[src/rtl/hb_seq_pkg.sv]
package hb_seq_pkg;
  typedef enum logic [2:0] {
    ST_IDLE    = 3'd0,
    ST_WAIT_HI = 3'd1,
    ST_HI_ON   = 3'd2,
    ST_WAIT_LO = 3'd3,
    ST_LO_ON   = 3'd4,
    ST_PARK    = 3'd5
  } seq_st_t;
endpackage

[src/rtl/hb_dwell_timer.sv]
// Counts consecutive cycles with run_i high; done_o flags the LIMIT-th one.
module hb_dwell_timer #(
  parameter int LIMIT = 25
) (
  input  logic clk,
  input  logic rst,
  input  logic run_i,
  output logic done_o
);
  localparam int CW = (LIMIT > 1) ? $clog2(LIMIT) : 1;
  localparam logic [CW-1:0] LAST = CW'(LIMIT - 1);

  logic [CW-1:0] cnt;

  assign done_o = run_i && (cnt == LAST);

  always_ff @(posedge clk) begin
    if (rst || !run_i) cnt <= '0;
    else if (!done_o)  cnt <= cnt + 1'b1;
  end

  // the count never passes the terminal value
  assert_cnt_bound_R5: assert property (@(posedge clk) disable iff (rst)
    cnt <= LAST);
endmodule

[src/rtl/hb_seq_fsm.sv]
module hb_seq_fsm
  import hb_seq_pkg::*;
(
  input  logic    clk,
  input  logic    rst,
  input  logic    pwm_i,
  input  logic    lg_low_i,
  input  logic    sw_high_i,
  input  logic    pwr_ok_i,
  input  logic    shdn_i,
  input  logic    ref_done_i,
  input  logic    de_done_i,
  output seq_st_t st_o,
  output logic    hs_en_o,
  output logic    ls_en_o
);
  seq_st_t st_q, st_d;
  logic    pwm_q;
  logic    pwm_rise;

  assign pwm_rise = pwm_i && !pwm_q;
  assign st_o     = st_q;

  always_comb begin
    st_d = st_q;
    if (!pwr_ok_i || shdn_i) begin
      st_d = ST_IDLE;
    end else begin
      case (st_q)
        ST_IDLE:    st_d = pwm_i ? ST_WAIT_HI : ST_WAIT_LO;
        ST_WAIT_HI: if (!pwm_i) st_d = ST_WAIT_LO;
                    else if (lg_low_i) st_d = ST_HI_ON;
        ST_HI_ON:   if (!pwm_i) st_d = ST_WAIT_LO;
        ST_WAIT_LO: if (pwm_i) st_d = ST_WAIT_HI;
                    else if (!sw_high_i || ref_done_i) st_d = ST_LO_ON;
        ST_LO_ON:   if (pwm_i) st_d = ST_WAIT_HI;
                    else if (de_done_i) st_d = ST_PARK;
        ST_PARK:    if (pwm_rise) st_d = ST_WAIT_HI;
        default:    st_d = ST_IDLE;
      endcase
    end
  end

  always_ff @(posedge clk) begin
    if (rst) begin
      st_q    <= ST_IDLE;
      pwm_q   <= 1'b0;
      hs_en_o <= 1'b0;
      ls_en_o <= 1'b0;
    end else begin
      st_q    <= st_d;
      pwm_q   <= pwm_i;
      hs_en_o <= (st_d == ST_HI_ON);
      ls_en_o <= (st_d == ST_LO_ON);
    end
  end

  // never both switches enabled
  assert_excl_R10: assert property (@(posedge clk) disable iff (rst)
    !(hs_en_o && ls_en_o));
  // supply loss clears both enables at the next edge
  assert_pwr_off_R2: assert property (@(posedge clk) disable iff (rst)
    !pwr_ok_i |=> (!hs_en_o && !ls_en_o));
  // shutdown clears both enables at the next edge
  assert_shdn_off_R9: assert property (@(posedge clk) disable iff (rst)
    shdn_i |=> (!hs_en_o && !ls_en_o && st_q == ST_IDLE));
  // high side only rises after the low-side gate flag was seen
  assert_hs_gate_R3: assert property (@(posedge clk) disable iff (rst)
    $rose(hs_en_o) |-> $past(lg_low_i));
  // low side only rises on a low node or the refresh timeout
  assert_ls_gate_R4: assert property (@(posedge clk) disable iff (rst)
    $rose(ls_en_o) |-> $past(!sw_high_i || ref_done_i));
  // diode-emulation timeout removes the low-side enable
  assert_de_cut_R6: assert property (@(posedge clk) disable iff (rst)
    de_done_i |=> !ls_en_o);
  // parked with PWM low keeps both enables off
  assert_park_hold_R8: assert property (@(posedge clk) disable iff (rst)
    (st_q == ST_PARK && !pwm_i) |=> (!hs_en_o && !ls_en_o));
endmodule

[src/rtl/hb_gate_seq.sv]
module hb_gate_seq
  import hb_seq_pkg::*;
#(
  parameter int REFRESH_CYC = 25,
  parameter int DIODE_CYC   = 200
) (
  input  logic       clk,
  input  logic       rst,
  input  logic       pwm_i,
  input  logic       lg_low_i,
  input  logic       sw_high_i,
  input  logic       pwr_ok_i,
  input  logic       shdn_i,
  output logic       hs_en_o,
  output logic       ls_en_o,
  output logic [2:0] state_o
);
  seq_st_t st;
  logic    ref_run, ref_done;
  logic    de_run, de_done;

  assign ref_run = (st == ST_WAIT_LO);
  assign de_run  = (st == ST_LO_ON) && sw_high_i;
  assign state_o = st;

  hb_dwell_timer #(.LIMIT(REFRESH_CYC)) u_ref_tmr (
    .clk(clk), .rst(rst), .run_i(ref_run), .done_o(ref_done)
  );

  hb_dwell_timer #(.LIMIT(DIODE_CYC)) u_de_tmr (
    .clk(clk), .rst(rst), .run_i(de_run), .done_o(de_done)
  );

  hb_seq_fsm u_fsm (
    .clk(clk), .rst(rst), .pwm_i(pwm_i), .lg_low_i(lg_low_i),
    .sw_high_i(sw_high_i), .pwr_ok_i(pwr_ok_i), .shdn_i(shdn_i),
    .ref_done_i(ref_done), .de_done_i(de_done),
    .st_o(st), .hs_en_o(hs_en_o), .ls_en_o(ls_en_o)
  );
endmodule

[config.mk]
export PLATFORM = sky130hd
export DESIGN_NAME = hb_gate_seq
export DESIGN_NICKNAME = d
export VERILOG_FILES = /design/src/rtl/hb_seq_pkg.sv /design/src/rtl/hb_dwell_timer.sv /design/src/rtl/hb_seq_fsm.sv /design/src/rtl/hb_gate_seq.sv
export SDC_FILE = /design/constraint.sdc
export NUM_CORES = 1
export LEC_CHECK = 0
export BUFFER_PORTS_ARGS = -buffer_cell sky130_fd_sc_hd__buf_2
export CORE_ASPECT_RATIO = 1.2
export CORE_MARGIN = 2
export CORE_UTILIZATION = 49
export DETAILED_ROUTE_END_ITERATION = 16
export GPL_TIMING_DRIVEN = 0
export PLACE_DENSITY = 0.82
export SLEW_MARGIN = 30
export SYNTH_ARGS = -nofsm -noshare
export SYNTH_HDL_FRONTEND = slang
export SYNTH_SLANG_ARGS = --single-unit
[constraint.sdc]
create_clock -name clk -period 1.5 [get_ports clk]
set_clock_uncertainty 0.15 [all_clocks]
set_input_delay 0.075 -clock clk [delete_from_list [all_inputs] [get_ports clk]]
set_output_delay 0.075 -clock clk [all_outputs]
set_load 0.01 [all_outputs]
==> results of run 1 <==
==> synthesized netlist by cell type, types with 2 or more instances <==
cell	number	share of area, %
dfxtp_1	19	43
nor2_1	15	6.3
a21oi_1	6	3.4
nand2_1	6	2.5
nand3_1	6	3.4
xor2_1	6	5.9
inv_1	5	2.1
o21ai_0	4	2.2
ha_1	3	4.2
or3_1	3	2.1
nand4b_1	2	2.0
nor2b_1	2	1.4
nor3_1	2	1.1
or3_4	2	2.5
==> cells by family after synthesis <==
kind of cell    Yosys count  share of synthesized area (%)
mux                       1                           1.26
simple gates             47                           29.8
flops                    19                           42.7
fa+ha+maj                 3                           4.21
buf+inv                   6                           2.53
xor+xnor                  7                           6.88
compound gates           17                           12.6
==> layout by cell type (no fill, tap or decap), types with 4 or more instances in the layout <==
cell	count
dfxtp_1	9
xor2_1	6
buf_2	11
dfxtp_2	6
nand2_1	6
dfxtp_4	4
nand3_1	6
a21oi_1	4
buf_4	11
nor2_1	14
==> tightest hold or removal path, stage by stage <==
cell and delay, ns:
buf_2 0.11, or2_2 0.19, a21oi_2 0.04
==> layout make-up <==
cell class                 count  area share [%]
multi-input combinational     75            47.2
sequential                    19            32.8
timing repair buffer          26            14.5
clock buffer                   4            2.14
tap                           18            1.83
inverter                       5            1.53
==> registers in the layout, summed over array words and instances, names as in the netlist <==
register and count:
u_ref_tmr.cnt 5, u_fsm.ls_en_o 1, u_fsm.hs_en_o 1, u_de_tmr.cnt 8, u_fsm.st_o 3, u_fsm.pwm_q 1
==> metal layers <==
layer | wire [um] | up-vias | share of wire (%)
met5 | 0 | - | 0
met4 | 24 | 0 | 1.1
met1 | 874 | 387 | 40
met3 | 124 | 4 | 5.6
met2 | 1180 | 40 | 54
li1 | - | 418 | -
==> final timing paths <==
| path | to | slack (ns) | cells past startpoint |
|---|---|---|---|
| min reg2reg | u_de_tmr.cnt[7]$_SDFFE_PP0N_ | 0.34 | 2 |
| min | u_de_tmr.cnt[3]$_SDFFE_PP0N_ | 0.02 | 3 |
| max | u_fsm.st_o[0]$_SDFF_PP0_ | -0.09 | 4 |
| max reg2reg | u_fsm.st_o[0]$_SDFF_PP0_ | -0.09 | 4 |
==> per-stage QoR <==
step / cells / power, W / setup TNS, ns / hold slack (ns)
final: 147 / 0.000800 / -0.242 / 0.0167
after global routing: 147 / 0.000833 / -0.610 / 0.0355
after CTS: 143 / 0.000803 / -0.221 / 0.0247
after detailed placement: 129 / 0.000558 / -0.839 / 0.152
after global placement: 129 / 0.000557 / -0.643 / 0.151
after floorplan: 100 / 0.000540 / -0.0862 / -0.00339
==> power by group through the flow <==
stage / registers, W / clock network [W] / logic [W]
6_report: 0.000507 / 0.000248 / 0.0000447
2_1_floorplan: 0.000524 / 0 / 0.0000155
3_5_place_dp: 0.000524 / 0 / 0.0000339
3_3_place_gp: 0.000524 / 0 / 0.0000331
4_1_cts: 0.000511 / 0.000250 / 0.0000417
5_1_grt: 0.000508 / 0.000278 / 0.0000474
==> what timing repair did <==
action / in CTS / in global routing
hold buffers: 3 / 0
pin swaps: 8 / 7
buffers inserted: 8 / 4
gates resized for setup: 14 / 13
hold endpoints to repair: 4 / 0
setup endpoints to repair: 12 / 10
==> flow_summary.yaml, run 1 <==
run_status:
  status: "finished, violations left"
  violations: "setup timing"
drt:
  via_per_inst: 5.78
  dr.first_iter.drc_count: 24
  wire_per_inst_um: 15.0
  first_pass_iters: 4
  totalWireLength_mm: 2.20
  route.detailed.drc: 0
  drtAntennaViolNets: 0
  vias: 849
clock_tree:
  cts.htree.levels: 1
  cts_tree: "yes"
  cts_buffer_depth: 2
  clkTransAtPathRegs_ns: 0.10
  cts_sinks: 19
  cts_buffers: 3
  root_buffer: "clkbuf_4"
  clkLatencyLatePin_ns: 0.29
timing:
  min_period_over_period_pct: 106
  setup_viol: 6
  tightestPinTransition_ns: 0.330
  rsz0062_at_grt: "true"
  fmax_mhz: 630
  worst_slack_ns: -0.0861
  hold_viol_final: 0
  timing.slew.headroom_pct: 77.9
  min_period_ns: 1.59
  drv_slew: 0
place:
  dp_hpwl_mm: 1.27
  io_buffers: 11
  gp_congestion: 0.759
  dpl_cell_area_sq_um: 997
  dp_slack_ns: -0.207
final_layout:
  area_delta_synth_final_pct: 38.1
  design_area_sq_mm: 0.00123
  fillers: 107
  finish.utilization_pct: 74.0
  drive_gt1_share_pct: 43.4
  nets: 140
  multiInputGateArea_sq_um: 581
  seqCellArea_sq_um: 403
  diodes: 0
global_routing:
  grt_max_degree: 11
  grt_pass1_vias: 797
  groute.usage.overall_pct: 21.1
  overflow: 0
  use_met2_pct: 39.6
  grt_pass1_wl_mm: 3.53
  antenna_found_initial: 0
  grt.met3_usage_pct: 2.16
  use_met1_pct: 24.7
  grt_busiest_layer: "met2"
yosys:
  synthArstFlopShare_pct: 0
  ys_warn_count: 0
  syn_nets: 110
  syn_avg_cell_area_sq_um: 8.91
  synthesis.area_sq_um: 891
  seq_area_frac_synth_pct: 42.7
  synth_cells: 100
  ys_seq_elements: 19
  synth-edff-count: 0
  synth-main-ff-cell: "dfxtp_1"
  synth_cell_type_count: 33
floorplan:
  die_y_um: 50.7
  num_rows: 16
  start_util_pct: 53.6
  die-area_sq_mm: 0.00218
  die_w_um: 42.9
  core_area_sq_mm: 0.00166
  num_io_pins: 12
worst_setup_path:
  crit_start: "u_de_tmr.cnt[5]$_SDFFE_PP0N_"
  critPathMostFrequentCell: "or3_4"
  end_kind: "flop"
  rr_startpoint: "u_de_tmr.cnt[5]$_SDFFE_PP0N_"
  start_kind: "flop"
  path_class: "flop to flop"
  worstPathRequired_ns: 1.58
  crit_chain: "or3_4, or3_4, o311ai_4, and3_1"
  critPathMaxStageDelay_ns: 0.38
  cp_top_family: "simple AND/OR/NAND/NOR gates"
  crit_buf_inv: 0
  cp_max_fo: 4
  cp_data_arrival_time_ns: 1.67
  cp_slowest_cell: "or3_4"
power:
  swShare_pct: 21.5
  internal-power_w: 0.000628
  combPwrFrac_pct: 5.6
  pwr-share-seq_pct: 63.4
  ir_drop_mv: 0.669
  power.density_mw_per_mm2: 650
  switching_power_w: 0.000172
  p_leak_nw: 0.456
  pwr-share-clk_pct: 31.0
min_path:
  hold_class: "input port to flop"
  worstHoldStart: "rst"
run:
  max_cap_viol_count: 0
Power figures use the tool's default switching activity.
==> inputs of run 2 (changes only) <==
BUFFER_PORTS_ARGS = not set   (was -buffer_cell sky130_fd_sc_hd__buf_2)
CORE_UTILIZATION = 50   (was 49)
DONT_BUFFER_PORTS = 1   (was not set)
PLACE_DENSITY = 0.78   (was 0.82)
SLEW_MARGIN = not set   (was 30)
==> flow_summary.yaml, run 2 (synthesis results as in run 1) <==
floorplan:
  die-area_sq_mm: 0.00214
  die_y_um: 50.2
  die_w_um: 42.5
  num_io_pins: 12
  core_area_sq_mm: 0.00166
  start_util_pct: 53.6
  num_rows: 16
timing:
  timing.slew.headroom_pct: 81.8
  tightestPinTransition_ns: 0.269
  min_period_ns: 1.61
  drv_slew: 0
  worst_slack_ns: -0.106
  fmax_mhz: 623
  hold_viol_final: 0
  rsz0062_at_grt: "true"
  tns_ns: -0.448
  min_period_over_period_pct: 107
  setup_viol: 6
worst_setup_path:
  end_kind: "flop"
  r2r-end: "u_fsm.st_o[0]$_SDFF_PP0_"
  ff2ff_setup_slack_ns: -0.11
  worstPathRequired_ns: 1.59
  critPathMaxStageDelay_ns: 0.41
  start_kind: "flop"
  crit_start: "u_de_tmr.cnt[1]$_SDFFE_PP0N_"
  crit_buf_inv: 0
  path_class: "flop to flop"
  ff2ff_path_depth: 5
  cp_slowest_cell: "or3_4"
  crit_end: "u_fsm.st_o[0]$_SDFF_PP0_"
  cp_max_fo: 4
  cp_data_arrival_time_ns: 1.70
  path_depth: 5
  crit_chain: "ha_4, nand4_1, or3_4, o311ai_4, and3_1"
  cp_top_family: "simple AND/OR/NAND/NOR gates"
  rr_startpoint: "u_de_tmr.cnt[1]$_SDFFE_PP0N_"
drt:
  route.detailed.drc: 0
  dr.first_iter.drc_count: 17
  drtAntennaViolNets: 0
  vias: 825
  totalWireLength_mm: 2.14
  wire_per_inst_um: 14.9
  via_per_inst: 5.77
  first_pass_iters: 4
power:
  ir_drop_mv: 0.406
  power.density_mw_per_mm2: 652
  p_leak_nw: 0.446
clock_tree:
  cts_sinks: 19
  root_buffer: "clkbuf_4"
  clkTransAtPathRegs_ns: 0.10
  cts.htree.levels: 1
  cts_buffers: 3
  cts_tree: "yes"
  clkLatencyLatePin_ns: 0.30
  cts_buffer_depth: 2
global_routing:
  grt_pass1_wl_mm: 3.35
  grt_pass1_vias: 773
  grt_max_degree: 11
  groute.usage.overall_pct: 20.8
  overflow: 0
  antenna_found_initial: 0
run:
  max_cap_viol_count: 0
final_layout:
  largest_reg_flops: 8
  diodes: 0
  drive_gt1_share_pct: 40.0
  design_area_sq_mm: 0.00124
  nets: 136
  top_register: "u_de_tmr.cnt"
  area_delta_synth_final_pct: 39.6
  fillers: 103
  final_cell_mix: "nor2_1, buf_4, dfxtp_2, dfxtp_1"
place:
  dp_hpwl_mm: 1.16
  dp_slack_ns: -0.233
  io_buffers: 0
  dpl_cell_area_sq_um: 942
  gp_congestion: 0.793
run_status:
  violations: "setup timing"
  status: "finished, violations left"
min_path:
  hold_class: "input port to flop"
run 2: area by class of cell:
cell class / count / area [sq um] / share of cell area [%]
clock buffers: 4 / 26.3 / 2.11
inverters: 5 / 18.8 / 1.51
multi-input cells: 75 / 599 / 48.2
flip-flops and latches: 19 / 395 / 31.8
well taps: 18 / 22.5 / 1.81
repair buffers: 22 / 181 / 14.6
run 2: how the worst min path moves through the flow:
stage / startpoint / cells after the start / to / slack (ns)
floorplan: rst / 1 / u_fsm.pwm_q$_SDFF_PP0_ / -0.003
global placement: rst / 1 / u_fsm.pwm_q$_SDFF_PP0_ / -0.001
detailed placement: rst / 1 / u_fsm.pwm_q$_SDFF_PP0_ / 0.0004
CTS: pwr_ok_i / 2 / u_fsm.st_o[0]$_SDFF_PP0_ / -0.04
global route: pwm_i / 4 / u_fsm.ls_en_o$_SDFF_PP0_ / 0.03
finish: pwm_i / 4 / u_fsm.ls_en_o$_SDFF_PP0_ / 0.03
run 2: worst reg2reg max path, stage by stage, from the launching register on:
cell and delay (ns):
dfxtp_2 0.37, ha_4 0.16, nand4_1 0.19, or3_4 0.41
o311ai_4 0.09, and3_1 0.19
run 2: through the flow:
stage | hold slack [ns] | power [W] | utilization, % | cells
CTS | -0.0352 | 0.000806 | 68.3 | 135
detailed placement | 0.000434 | 0.000544 | 56.7 | 118
finish | 0.0289 | 0.000811 | 74.8 | 143
global placement | -0.00122 | 0.000543 | 56.7 | 118
global route | 0.0339 | 0.000841 | 74.8 | 143
floorplan | -0.00339 | 0.000540 | - | 100
run 2: where the power goes:
part           switching, W  leakage [nW]  internal, W
clock              0.000157        0.0150     0.000104
combinational     0.0000170         0.272    0.0000218
sequential       0.00000593         0.159     0.000506
run 2: repair_timing:
action | CTS | global route
hold buffers | 5 | 1
gates resized for setup | 15 | 12
setup buffers | 9 | 7
endpoints found under the setup margin | 13 | 11
hold endpoints to repair | 19 | 2
pin swaps | 8 | 11
run 2: routing by layer:
layer | part of all wire [%] | GRT usage, %
met2 | 55 | 37.9
met4 | 1.8 | 9.90
met3 | 3.0 | 3.96
met1 | 41 | 22.6
met5 | 0 | 0
==> inputs of run 3 (changes only) <==
--- a/constraint.sdc
+++ b/constraint.sdc
@@ -3,3 +3,3 @@
 set_input_delay 0.075 -clock clk [delete_from_list [all_inputs] [get_ports clk]]
 set_output_delay 0.075 -clock clk [all_outputs]
-set_load 0.01 [all_outputs]
+set_load 0.1 [all_outputs]
==> flow_summary.yaml, run 3 (synthesis results as in run 1) <==
drt:
  first_pass_iters: 4
  vias: 857
  drtAntennaViolNets: 0
  wire_per_inst_um: 18.0
  via_per_inst: 5.99
  route.detailed.drc: 0
  dr.first_iter.drc_count: 13
  totalWireLength_mm: 2.57
place:
  dpl_cell_area_sq_um: 957
  gp_congestion: 0.821
  dp_hpwl_mm: 1.21
  io_buffers: 0
timing:
  worst_slack_ns: -0.186
  min_period_ns: 1.69
  setup_viol: 16
  min_period_over_period_pct: 112
  fmax_mhz: 593
  timing.slew.headroom_pct: 66.6
  drv_slew: 0
  rsz0062_at_grt: "true"
  hold_viol_final: 0
  tightestPinTransition_ns: 0.502
  hold_slack_ns: 0.0562
worst_setup_path:
  cp_slowest_cell: "dfxtp_4"
  crit_start: "u_fsm.st_o[0]$_SDFF_PP0_"
  critPathMaxStageDelay_ns: 0.48
  start_kind: "flop"
  crit_chain: "nand4bb_4, or3_4, o221a_4"
  end_kind: "flop"
  worstPathRequired_ns: 1.55
  cp_max_fo: 7
  rr_startpoint: "u_fsm.st_o[0]$_SDFF_PP0_"
  cp_data_arrival_time_ns: 1.74
  path_class: "flop to flop"
floorplan:
  core_area_sq_mm: 0.00166
  start_util_pct: 53.6
  die_y_um: 50.2
  num_rows: 16
  die-area_sq_mm: 0.00214
  num_io_pins: 12
  die_w_um: 42.5
final_layout:
  drive_gt1_share_pct: 40.8
  diodes: 0
  area_delta_synth_final_pct: 43.5
  final_cell_mix: "nor2_1, buf_4, dlygate4sd3_1, dfxtp_1, dfxtp_2"
  largest_reg_flops: 8
  finish.utilization_pct: 77.0
  nets: 136
  top_register: "u_de_tmr.cnt"
  design_area_sq_mm: 0.00128
  final_common_cell: "nor2_1"
global_routing:
  grt_max_degree: 11
  overflow: 0
  grt_pass1_vias: 801
  grt_pass1_wl_mm: 3.54
  antenna_found_initial: 0
  groute.usage.overall_pct: 22.5
power:
  ir_drop_mv: 0.511
  power.density_mw_per_mm2: 652
  p_leak_nw: 0.443
  design_power_total_w: 0.000833
run_status:
  status: "finished, violations left"
  violations: "setup timing"
run:
  max_cap_viol_count: 0
clock_tree:
  root_buffer: "clkbuf_4"
  clkLatencyLatePin_ns: 0.30
  cts_buffer_depth: 2
  cts.htree.levels: 1
  cts_buffers: 3
  cts_sinks: 19
  clkTransAtPathRegs_ns: 0.11
  cts_tree: "yes"
min_path:
  worstHoldStart: "pwm_i"
  hold_class: "input port to flop"
## run 3: timing repair
| action | CTS | global route |
|---|---|---|
| resized for setup | 8 | 25 |
| buffers inserted | 8 | 6 |
| setup endpoints to repair | 17 | 20 |
| pin swaps | 2 | 9 |
| hold buffers | 7 | 0 |
| endpoints found under the hold margin | 19 | 0 |
## run 3: critical path: cells and delay by family, from the launching register on
| family | cells | cell delay, ns |
|---|---|---|
| AND/OR/NAND/NOR | 2 | 0.71 |
| AO/OA/AOI/OAI | 1 | 0.25 |
| flip-flops | 1 | 0.48 |
## run 3: final cells by class
class / count / area [sq um]
plain buffers: 1 / 13.8
clock buffers: 4 / 26.3
fillers: 114 / 383
inverters: 5 / 18.8
multi-input cells: 75 / 609
flip-flops and latches: 19 / 408
well taps: 18 / 22.5
repair buffers: 21 / 180
## run 3: where the power goes
| part | switching [W] | leakage (nW) | internal (W) |
|---|---|---|---|
| Combinational | 0.0000232 | 0.267 | 0.0000255 |
| Sequential | 0.0000203 | 0.161 | 0.000500 |
| Clock | 0.000160 | 0.0150 | 0.000104 |
| Total | 0.000204 | 0.443 | 0.000629 |
## run 3: per-layer routing
layer	routed length [um]	up-vias	track usage, %	part of all wire, %
met1	933	412	24.3	36
met5	0	-	0	0
met4	131	0	9.38	5.1
met2	1440	25	42.6	56
li1	-	407	-	-
met3	67	13	3.60	2.6
## run 3: per-stage QoR
step                setup WS, ns  TNS, ns  instances
floorplan                 -0.108   -0.306        100
global placement          -0.233    -1.50        118
detailed placement        -0.215    -1.65        118
CTS                       -0.163    -1.28        137
global route              -0.224    -2.53        143
finish                    -0.186    -1.67        143
## run 3: final timing paths
kind / endpoint / slack [ns] / cells after the start
worst min-delay path: u_fsm.ls_en_o$_SDFF_PP0_ / 0.06 / 4
worst max-delay path: u_de_tmr.cnt[1]$_SDFFE_PP0N_ / -0.19 / 3
worst max register to register: u_de_tmr.cnt[1]$_SDFFE_PP0N_ / -0.19 / 3
worst min register to register: u_de_tmr.cnt[5]$_SDFFE_PP0N_ / 0.35 / 2
